File: src/rtl/xpt_pkg.sv
package xpt_pkg;

  localparam int NLEG  = 4;
  localparam int SEL_W = $clog2(NLEG);

  typedef enum logic [1:0] {
    PM_COMB  = 2'd0,
    PM_LATCH = 2'd1,
    PM_REG   = 2'd2,
    PM_RSVD  = 2'd3
  } path_mode_e;

  typedef struct packed {
    logic [1:0]      ce_sel;
    logic [1:0]      clk_sel;
    logic            odrain;
    logic            force_val;
    logic            force_en;
    logic            oe_pol;
    path_mode_e      out_mode;
    path_mode_e      in_mode;
    logic [NLEG-1:0] leg_src;
  } cell_cfg_t;

  localparam int CFG_W = $bits(cell_cfg_t);

endpackage

File: src/rtl/xpt_cfg_reg.sv
module xpt_cfg_reg
  import xpt_pkg::*;
#(
  parameter int          AW      = 4,
  parameter logic [AW-1:0] CELL_ID = '0
) (
  input  logic             clk,
  input  logic             rst_n,
  input  logic             we,
  input  logic [AW-1:0]    addr,
  input  logic [CFG_W-1:0] wdata,
  output cell_cfg_t        cfg,
  output logic             cfg_valid
);

  cell_cfg_t cfg_q, cfg_d;
  logic      valid_q, valid_d;
  logic      hit;

  assign hit = we && (addr == CELL_ID);

  always_comb begin
    cfg_d   = cfg_q;
    valid_d = valid_q;
    if (hit) begin
      cfg_d   = cell_cfg_t'(wdata);
      valid_d = 1'b1;
    end
  end

  always_ff @(posedge clk or negedge rst_n) begin
    if (!rst_n) begin
      cfg_q   <= '0;
      valid_q <= 1'b0;
    end else begin
      cfg_q   <= cfg_d;
      valid_q <= valid_d;
    end
  end

  assign cfg       = cfg_q;
  assign cfg_valid = valid_q;

  // a write aimed elsewhere leaves the word untouched
  p_foreign_write_r10: assert property (@(posedge clk) disable iff (!rst_n)
    !hit |=> $stable(cfg_q));

  // a matching write lands in the next cycle
  p_own_write_r10: assert property (@(posedge clk) disable iff (!rst_n)
    hit |=> (cfg_q == $past(wdata)) && valid_q);

endmodule

File: src/rtl/xpt_clk_sel.sv
module xpt_clk_sel (
  input  logic       clk,
  input  logic       rst_n,
  input  logic [1:0] clk_sel,
  input  logic [1:0] ce_sel,
  input  logic [1:0] gstb,
  input  logic [1:0] gce,
  input  logic       io_stb,
  input  logic       io_ce,
  output logic       stb_lvl,
  output logic       stb_rise,
  output logic       ce_lvl
);

  logic stb_d_q;

  always_comb begin
    unique case (clk_sel)
      2'd0:    stb_lvl = gstb[0];
      2'd1:    stb_lvl = gstb[1];
      default: stb_lvl = io_stb;
    endcase
  end

  always_comb begin
    unique case (ce_sel)
      2'd0:    ce_lvl = gce[0];
      2'd1:    ce_lvl = gce[1];
      2'd2:    ce_lvl = io_ce;
      default: ce_lvl = 1'b1;
    endcase
  end

  always_ff @(posedge clk or negedge rst_n) begin
    if (!rst_n) stb_d_q <= 1'b0;
    else        stb_d_q <= stb_lvl;
  end

  assign stb_rise = stb_lvl && !stb_d_q;

  // a detected rise is never reported on two cycles in a row
  p_single_rise_r11: assert property (@(posedge clk) disable iff (!rst_n)
    stb_rise |=> !stb_rise);

endmodule

File: src/rtl/xpt_leg_mux.sv
module xpt_leg_mux
  import xpt_pkg::*;
(
  input  logic             clk,
  input  logic             rst_n,
  input  logic [NLEG-1:0]  leg_src,
  input  logic [NLEG-1:0]  grp_in,
  input  logic [NLEG-1:0]  nbr_in,
  input  logic [SEL_W-1:0] sel,
  output logic             y
);

  logic [NLEG-1:0] leg;

  for (genvar i = 0; i < NLEG; i++) begin : g_leg
    assign leg[i] = leg_src[i] ? nbr_in[i] : grp_in[i];
  end

  assign y = leg[sel];

  // a neighbour-fed leg reflects the neighbour, not the group input
  p_nbr_leg_r2: assert property (@(posedge clk) disable iff (!rst_n)
    leg_src[sel] |-> (y == nbr_in[sel]));

  // a group-fed leg reflects its group input
  p_grp_leg_r1: assert property (@(posedge clk) disable iff (!rst_n)
    !leg_src[sel] |-> (y == grp_in[sel]));

endmodule

File: src/rtl/xpt_path_stage.sv
module xpt_path_stage
  import xpt_pkg::*;
(
  input  logic       clk,
  input  logic       rst_n,
  input  path_mode_e mode,
  input  logic       d,
  input  logic       stb_lvl,
  input  logic       stb_rise,
  input  logic       ce_lvl,
  output logic       q
);

  logic stor_q, stor_d;
  logic cap;

  assign cap = stb_rise && ce_lvl;

  always_comb begin
    stor_d = stor_q;
    unique case (mode)
      PM_LATCH: if (stb_lvl) stor_d = d;
      PM_REG:   if (cap)     stor_d = d;
      default:  stor_d = stor_q;
    endcase
  end

  always_ff @(posedge clk or negedge rst_n) begin
    if (!rst_n) stor_q <= 1'b0;
    else        stor_q <= stor_d;
  end

  always_comb begin
    unique case (mode)
      PM_LATCH: q = stb_lvl ? d : stor_q;
      PM_REG:   q = stor_q;
      default:  q = d;
    endcase
  end

  // register holds when no enabled rising strobe is seen
  p_reg_hold_r4: assert property (@(posedge clk) disable iff (!rst_n)
    (mode == PM_REG && !cap) |=> $stable(stor_q));

  // an enabled rising strobe captures the data present at that edge
  p_reg_cap_r4: assert property (@(posedge clk) disable iff (!rst_n)
    (mode == PM_REG && cap) |=> (stor_q == $past(d)));

  // a closed latch keeps its content
  p_latch_hold_r5: assert property (@(posedge clk) disable iff (!rst_n)
    (mode == PM_LATCH && !stb_lvl) |=> $stable(stor_q));

endmodule

File: src/rtl/xpt_io_cell.sv
module xpt_io_cell
  import xpt_pkg::*;
#(
  parameter int            AW      = 4,
  parameter logic [AW-1:0] CELL_ID = 4'd5
) (
  input  logic             clk,
  input  logic             rst_n,
  input  logic             cfg_we,
  input  logic [AW-1:0]    cfg_addr,
  input  logic [CFG_W-1:0] cfg_wdata,
  input  logic [NLEG-1:0]  grp_in,
  input  logic [NLEG-1:0]  nbr_in,
  input  logic [SEL_W-1:0] sel,
  input  logic             pad_in,
  input  logic             oe_in,
  input  logic [1:0]       gstb,
  input  logic [1:0]       gce,
  input  logic             io_stb,
  input  logic             io_ce,
  output logic             grp_out,
  output logic             mux_out,
  output logic             pad_do,
  output logic             pad_oe
);

  // asynchronous assertion, synchronous release
  logic [1:0] rst_sync_q;
  logic       rst_n_i;

  always_ff @(posedge clk or negedge rst_n) begin
    if (!rst_n) rst_sync_q <= 2'b00;
    else        rst_sync_q <= {rst_sync_q[0], 1'b1};
  end
  assign rst_n_i = rst_sync_q[1];

  cell_cfg_t cfg;
  logic      cfg_valid;
  logic      stb_lvl, stb_rise, ce_lvl;
  logic      out_q;
  logic      drive_req, data_sel;

  xpt_cfg_reg #(.AW(AW), .CELL_ID(CELL_ID)) cfg_i (
    .clk       (clk),
    .rst_n     (rst_n_i),
    .we        (cfg_we),
    .addr      (cfg_addr),
    .wdata     (cfg_wdata),
    .cfg       (cfg),
    .cfg_valid (cfg_valid)
  );

  xpt_clk_sel clk_sel_i (
    .clk      (clk),
    .rst_n    (rst_n_i),
    .clk_sel  (cfg.clk_sel),
    .ce_sel   (cfg.ce_sel),
    .gstb     (gstb),
    .gce      (gce),
    .io_stb   (io_stb),
    .io_ce    (io_ce),
    .stb_lvl  (stb_lvl),
    .stb_rise (stb_rise),
    .ce_lvl   (ce_lvl)
  );

  xpt_leg_mux leg_mux_i (
    .clk     (clk),
    .rst_n   (rst_n_i),
    .leg_src (cfg.leg_src),
    .grp_in  (grp_in),
    .nbr_in  (nbr_in),
    .sel     (sel),
    .y       (mux_out)
  );

  xpt_path_stage in_stage_i (
    .clk      (clk),
    .rst_n    (rst_n_i),
    .mode     (cfg.in_mode),
    .d        (pad_in),
    .stb_lvl  (stb_lvl),
    .stb_rise (stb_rise),
    .ce_lvl   (ce_lvl),
    .q        (grp_out)
  );

  xpt_path_stage out_stage_i (
    .clk      (clk),
    .rst_n    (rst_n_i),
    .mode     (cfg.out_mode),
    .d        (mux_out),
    .stb_lvl  (stb_lvl),
    .stb_rise (stb_rise),
    .ce_lvl   (ce_lvl),
    .q        (out_q)
  );

  always_comb begin
    drive_req = cfg.oe_pol ? oe_in : !oe_in;
    data_sel  = cfg.force_en ? cfg.force_val : out_q;
    if (!cfg_valid) begin
      pad_oe = 1'b0;
      pad_do = 1'b0;
    end else if (cfg.odrain) begin
      pad_oe = drive_req && !data_sel;
      pad_do = 1'b0;
    end else begin
      pad_oe = drive_req;
      pad_do = data_sel;
    end
  end

  // no drive before configuration
  p_hiz_unconfigured_r9: assert property (@(posedge clk) disable iff (!rst_n_i)
    !cfg_valid |-> (!pad_oe && !pad_do));

  // open drain only ever drives low
  p_odrain_low_r8: assert property (@(posedge clk) disable iff (!rst_n_i)
    (cfg_valid && cfg.odrain) |-> !pad_do);

  // forced level wins over the selector
  p_force_level_r7: assert property (@(posedge clk) disable iff (!rst_n_i)
    (cfg_valid && cfg.force_en && !cfg.odrain) |-> (pad_do == cfg.force_val));

  // enable follows oe_in at the programmed polarity
  p_oe_polarity_r6: assert property (@(posedge clk) disable iff (!rst_n_i)
    (cfg_valid && !cfg.odrain) |-> (pad_oe == (oe_in == cfg.oe_pol)));

endmodule

File: config.mk
export PLATFORM = sky130hd
export DESIGN_NAME = xpt_io_cell
export DESIGN_NICKNAME = d
export VERILOG_FILES = /design/src/rtl/xpt_pkg.sv /design/src/rtl/xpt_cfg_reg.sv /design/src/rtl/xpt_clk_sel.sv /design/src/rtl/xpt_leg_mux.sv /design/src/rtl/xpt_path_stage.sv /design/src/rtl/xpt_io_cell.sv
export SDC_FILE = /design/constraint.sdc
export NUM_CORES = 1
export LEC_CHECK = 0
export ABC_AREA = 1
export CAP_MARGIN = 10
export CORE_ASPECT_RATIO = 1.1
export CORE_MARGIN = 1
export CORE_UTILIZATION = 40
export CTS_CLUSTER_SIZE = 30
export DETAILED_ROUTE_END_ITERATION = 8
export DONT_BUFFER_PORTS = 1
export GPL_TIMING_DRIVEN = 0
export SLEW_MARGIN = 20
export SYNTH_ARGS = -nofsm -noshare
export SYNTH_HDL_FRONTEND = slang
export SYNTH_SLANG_ARGS = --single-unit
File: constraint.sdc
create_clock -name clk -period 1.5 [get_ports clk]
set_input_delay 0.15 -clock clk [delete_from_list [all_inputs] [get_ports clk]]
set_output_delay 0.15 -clock clk [all_outputs]
set_load 0.01 [all_outputs]
==> run metrics, run 1 <==
outcome finished with violations; failing checks negative setup slack; clock skew 0.00160 ns; Final Cell Area 0.00141 mm2; Critical Path Fanout Max 4; sequential element share of the synthesized area between 40 and 50%; DRT antenna net count 0; crit path kind register to output pin; Setup TNS -0.728 ns; crit path cell chain nor2_1 -> nand2_2 -> nand3_4 -> or2_1 -> nand3_1 -> nand2_1 -> nand2_1 -> nand2_2 -> nand2_2 -> nor2_4; Total GRT Usage 16.9%; power density cells 1160 mW/mm2; Filler cells ~280; maximum clock insertion buffer count 2; P_leak 0.704 nW; Mapped Area around 0.0012 mm2; Area Growth Syn to Fin 22.1%; fin crit share 121%; final hold viol count 0; MaxCap Viol Count 0; Largest stage delay, worst path 0.43 ns; CTS Root Cell clkbuf_4; synth warn 0; RSZ-0062 raised after global routing true; Post-DP Area 0.00120 mm2; TritonCTS buffer count 3; Pre-Repair DR Iteration Count 4; vias in the first global route 951; Synth Instances 137; die height 58.4 um; GRT overflow 0; Final Wtd Congestion roughly 0.74; syn nets 182; Synth top area share between 40 and 50%; # setup viols final 3; initial antenna violation count 0; slowest CP cell dfrtp_1; CTS tree yes; H-tree depth 1; Peak VDD IR 637 uV; Worst Path Arrival 1.66 ns; WP data required 1.35 ns; die area ~0.0031 mm2; Buf+Inv Stages, Crit Path 0; Vias/cell ~5; Worst Hold Class input pin to register; wire length per cell ~12 um; Area contributors post-synth dfrtp_1, inv_1, nand2_1; die width ~53 um; dpl hpwl 1.69 mm; setup slack after layout -0.309 ns; clock transition at the registers of the reported paths 0.12 ns; CTS Sinks 22; Yosys reg bits 22; max_slew headroom 47.2%; DR vias 942; first-pass GRT wire length 3.88 mm; synth unique cells 23; Initial Util 42.0%; fmax about 550 MHz; core box area 0.00275 mm2; Ant. Diodes 0; WL final around 2.3 mm; Nets between 200 and 250; # rows 20; Ports 45; CP endpoint kind output pin; cell mode on critical path nand2_2; leading area contributor after synthesis dfrtp_1; total chip power 1.64 mW; largest net degree at the start of global routing 21; Residual DRC 0; PortBufs 0; clk_lat worst skew 0.30 ns; initial drt markers 15; share of layout cells above drive strength 1 between 10% and 20%; slew at the pin closest to its max-slew limit 0.792 ns; Core Util, Final a little over 50%; delay-heaviest family, CP simple AND/OR/NAND/NOR gates; Avg Inst Size Synth 8.45 um2; CP startpoint kind register; max-slew violation count 0; Final min period about 1.8 ns
==> area by class of cell <==
cell class / instances / area [um2] / area share, %
multi-input cells: 90 / 556 / 39.3
well taps: 33 / 41.3 / 2.92
clock buffers: 3 / 22.5 / 1.59
inverters: 23 / 86.3 / 6.11
plain buffers: 2 / 10.0 / 0.709
repair buffers: 15 / 146 / 10.4
flip-flops and latches: 22 / 551 / 39.0
==> per-layer routing <==
| metal | GRT usage (%) | wire length, um | vias up |
|---|---|---|---|
| met5 | 0 | 0 | - |
| met4 | 7.52 | 43 | 0 |
| met3 | 2.58 | 155 | 7 |
| met2 | 29.3 | 1160 | 32 |
| met1 | 20.2 | 936 | 434 |
| li1 | - | - | 469 |
==> cell usage after synthesis <==
master,number
nand3_2,2
nand3_1,10
nand2_2,2
conb_1,1
o21ai_0,3
a21oi_2,1
nand3b_1,1
nor2_1,16
dfrtp_1,22
buf_2,2
o211ai_1,1
a21oi_1,15
mux2_2,5
nand2_1,22
ha_1,4
inv_1,23
a22oi_1,1
nor3b_1,1
or2_1,1
a31oi_1,1
o21bai_1,1
nand3_4,1
xnor2_1,1
==> stage by stage <==
step,setup WS (ns),instances,hold slack (ns)
floorplan,0.164,137,-0.146
global placement,0.0428,170,-0.146
detailed placement,0.0113,170,-0.146
CTS,-0.286,185,0.00149
global route,-0.440,188,0.00539
finish,-0.309,188,0.00195
==> worst register-to-register path: stages, from the launching register on <==
cell	delay (ns)
dfrtp_1	0.43
nor2_1	0.14
nand2_2	0.08
nand3_4	0.08
buf_4	0.12
nand3b_1	0.15
o21ai_1	0.20
nor2_1	0.05
a31oi_1	0.12
==> power breakdown <==
group	leakage (nW)	switching, mW	internal, mW
Clock	0.0138	0.175	0.0938
Sequential	0.243	0.0976	0.718
Combinational	0.447	0.293	0.259
Total	0.704	0.565	1.07
==> flip-flops by register name (all words and copies together), names as in the netlist <==
| register | flops |
|---|---|
| cfg_i.cfg | 16 |
| rst_sync_q | 2 |
| cfg_i.cfg_valid | 1 |
| clk_sel_i.stb_d_q | 1 |
| in_stage_i.stor_q | 1 |
| out_stage_i.stor_q | 1 |
==> logic make-up (layout without fill, tap and decap cells) <==
group | count (synthesis) | count (layout) | share of synthesized area [%]
multiplexers | 5 | 5 | 4.86
AO/OA/AOI/OAI | 23 | 23 | 11.0
adder cells (fa/ha/maj) | 4 | 4 | 4.32
other | 1 | 1 | 0.324
flip-flops | 22 | 22 | 47.6
XOR/XNOR | 1 | 1 | 0.757
buffers and inverters | 25 | 43 | 8.32
AND/OR/NAND/NOR | 56 | 56 | 22.8
==> cells in the final DEF (no fill, tap or decap), types with 2 or more instances in the layout <==
master / Yosys / final
a21oi_1: 15 / 15
buf_2: 2 / 2
buf_4: 0 / 2
clkbuf_4: 0 / 3
dfrtp_1: 22 / 22
dlygate4sd3_1: 0 / 12
ha_1: 4 / 4
inv_1: 23 / 21
inv_2: 0 / 2
mux2_2: 5 / 5
nand2_1: 22 / 18
nand2_2: 2 / 5
nand3_1: 10 / 8
nand3_2: 2 / 4
nor2_1: 16 / 15
o21ai_1: 0 / 2
==> repair_timing <==
item | CTS | global route
hold buffers | 10 | 2
endpoints found under the setup margin | 3 | 4
pin swaps | 0 | 8
gates resized for setup | 4 | 13
buffers inserted | 2 | 2
endpoints found under the hold margin | 11 | 2
==> final timing paths <==
check / from / endpoint / slack (ns) / cells after the start
setup / recovery: cfg_i.cfg[12] / pad_do / -0.31 / 10
hold / removal: cfg_wdata[7] / cfg_i.cfg[7] / 0.002 / 2
setup reg to reg: cfg_i.cfg[12] / out_stage_i.stor_q / 0.06 / 8
hold reg to reg: rst_sync_q[1] / cfg_i.cfg[13] / 0.34 / 0
max in group asynchronous: rst_sync_q[1] / cfg_i.cfg[11] / 0.68 / 0
min in group asynchronous: rst_n / rst_sync_q[1] / 0.05 / 1
(Power assumes the default switching activity.)
==> inputs of run 2 (changes only) <==
--- a/config.mk
+++ b/config.mk
@@ -17,4 +17,5 @@
 export SLEW_MARGIN = 20
 export SYNTH_ARGS = -nofsm -noshare
 export SYNTH_HDL_FRONTEND = slang
+export SYNTH_HIERARCHICAL = 1
 export SYNTH_SLANG_ARGS = --single-unit
==> run 2 against run 1 <==
Effect of this change: wire length rose by 28%; largest power group unchanged; sequential share of layout area fell by 6.1 points; the run still ends with negative setup slack left; sequential power rose by 1%; synthesized cell count rose by 39%; first-iteration DRC count fell by 6.7%; combinational power rose by 33%; via count rose by 29%; fmax fell by 6.1%; register-to-register slack improved by 0.02 ns.
==> run metrics, run 2 <==
Largest register FFs 16; max-slew violation count 0; MaxCap Viol Count 0; maximum clock insertion buffer count 2; non-filler cells, final approximately 250; WP data required 1.35 ns; FF-to-FF setup slack 0.08 ns; PortBufs 0; commonest non-fill, non-tap cell in the layout nand2_1; Worst Hold Class input pin to asynchronous set/reset pin; outcome finished with violations; Post-synth EDFFs 0; DRT antenna net count 0; CP endpoint kind output pin; clk_lat worst skew slightly above 0.3 ns; Final min period 1.93 ns; max_slew headroom 46.1%; Worst Reg-to-Reg Cells 10; core box area 0.00307 mm2; fmax 519 MHz; P_leak between 0.9 and 1 nW; async set-reset flop share out of synthesis 100%; power density cells around 1100 mW/mm2; Setup TNS -0.985 ns; H-tree depth 1; leading area contributor after synthesis dfrtp_1; Total GRT Usage 17.6%; most frequent cell after synthesis nand2_1; Residual DRC 0; failing checks negative setup slack; syn nets 236; DR vias 1214; Largest stage delay, worst path between 0.4 and 0.5 ns; Nets 265; Yosys reg bits 22; final hold viol count 0; # setup viols final 3; total chip power about 1.8 mW; # rows 21; Synth top area share 42.6%; clock transition at the registers of the reported paths 0.11 ns; RSZ-0062 raised after global routing true; GRT overflow 0; initial antenna violation count 0; Vias/cell 4.82; TritonCTS buffer count 3; initial drt markers 14; die height about 60 um; Avg Inst Size Synth 6.77 um2; worst r2r dst in_stage_i/stor_q; Worst Path Arrival 1.78 ns; most frequent cells in the layout nand2_1, inv_1, dfrtp_1; Ports 45; WHS ~0.056 ns; Buf+Inv Stages, Crit Path 3; Pre-Repair DR Iteration Count 4; Initial Util 42.1%; synth unique cells 16; sequential element share of the synthesized area 42.6%; delay-heaviest family, CP simple AND/OR/NAND/NOR gates; fin crit share 128%; die area 0.00347 mm2; dpl hpwl 2.10 mm; Mapped Area 0.00129 mm2; largest net degree at the start of global routing 21; most instantiated cells after synthesis nand2_1, inv_1, dfrtp_1; CTS Sinks 22; Critical Path Fanout Max 4; slowest CP cell dfrtp_1; DP Cell Count 225; Synth Instances 191; CTS tree yes; share of layout cells above drive strength 1 20.2%; Crit Reg-Reg Startpoint cfg_i/cfg[13]; vias in the first global route 1197; Area Growth Syn to Fin 29.5%; first-pass GRT wire length 4.70 mm; top_reg_cell synth dfrtp_1; Ant. Diodes 0; die width about 56 um; clock skew 0.00757 ns; Final Wtd Congestion between 0.8 and 0.9; CP startpoint kind register; synth warn 6; wire length per cell 11.6 um; Peak VDD IR 587 uV; Area contributors post-synth dfrtp_1, nand2_1, inv_1; crit path cell chain inv_1 -> nand2_1 -> nand3_1 -> nand3_2 -> nand2_4 -> inv_2 -> nand2_2 -> nand3_2 -> a21oi_2 -> inv_1 -> nand2_1 -> nand2_2 -> nor2_2 -> nor2_2; slew at the pin closest to its max-slew limit 0.808 ns; CTS Root Cell clkbuf_4; crit path kind register to output pin; setup slack after layout -0.426 ns; WL final 2.94 mm
## run 2: worst max path at each step
stage / startpoint / end / slack (ns) / depth (start not counted)
floorplan: cfg_i/cfg[0] / pad_do / 0.02 / 13
global placement: cfg_i/cfg[0] / pad_do / -0.16 / 13
detailed placement: cfg_i/cfg[3] / pad_do / -0.20 / 13
CTS: cfg_i/cfg[3] / pad_oe / -0.47 / 14
global route: cfg_i/cfg[3] / pad_oe / -0.56 / 14
finish: cfg_i/cfg[3] / pad_oe / -0.43 / 14
## run 2: per-stage QoR
step	setup slack, ns	area [um2]	utilization [%]
finish	-0.426	1680	54.5
global placement	-0.165	1340	43.5
global route	-0.559	1680	54.5
CTS	-0.468	1640	53.2
floorplan	0.0197	1290	-
detailed placement	-0.200	1340	43.5
## run 2: metal layers
| layer | share of wire (%) | vias to the layer above | GRT usage [%] |
|---|---|---|---|
| li1 | - | 616 | - |
| met1 | 41 | 548 | 19.3 |
| met2 | 53 | 46 | 34.0 |
| met3 | 5.3 | 4 | 2.94 |
| met4 | 1.0 | 0 | 8.01 |
| met5 | 0 | - | 0 |
## run 2: what timing repair did
| action | 4_1_cts | 5_1_grt |
|---|---|---|
| resized for setup | 16 | 15 |
| hold buffers | 17 | 0 |
| pin swaps | 9 | 14 |
| endpoints found under the hold margin | 18 | 0 |
| setup endpoints to repair | 3 | 5 |
| buffers inserted | 8 | 3 |
## run 2: kinds of logic (layout without fill, tap and decap cells)
group	after synthesis	after routing	share of synthesized area (%)
AO/OA/AOI/OAI	5	5	1.93
adder cells (fa/ha/maj)	4	4	3.87
buffers and inverters	40	67	12.8
flip-flops	22	22	42.6
other	1	1	0.290
AND/OR/NAND/NOR	119	119	38.6
## run 2: report_power, final
group | internal [mW] | total (mW) | switching [mW]
Clock | 0.0938 | 0.270 | 0.177
Combinational | 0.324 | 0.734 | 0.409
Sequential | 0.715 | 0.828 | 0.113
## run 2: layout make-up
cell class / count / area, um2
fillers: 314 / 1400
multi-input cells: 129 / 668
plain buffers: 2 / 22.5
clock buffers: 3 / 22.5
inverters: 38 / 143
repair buffers: 24 / 226
well taps: 34 / 42.5
flip-flops and latches: 22 / 551
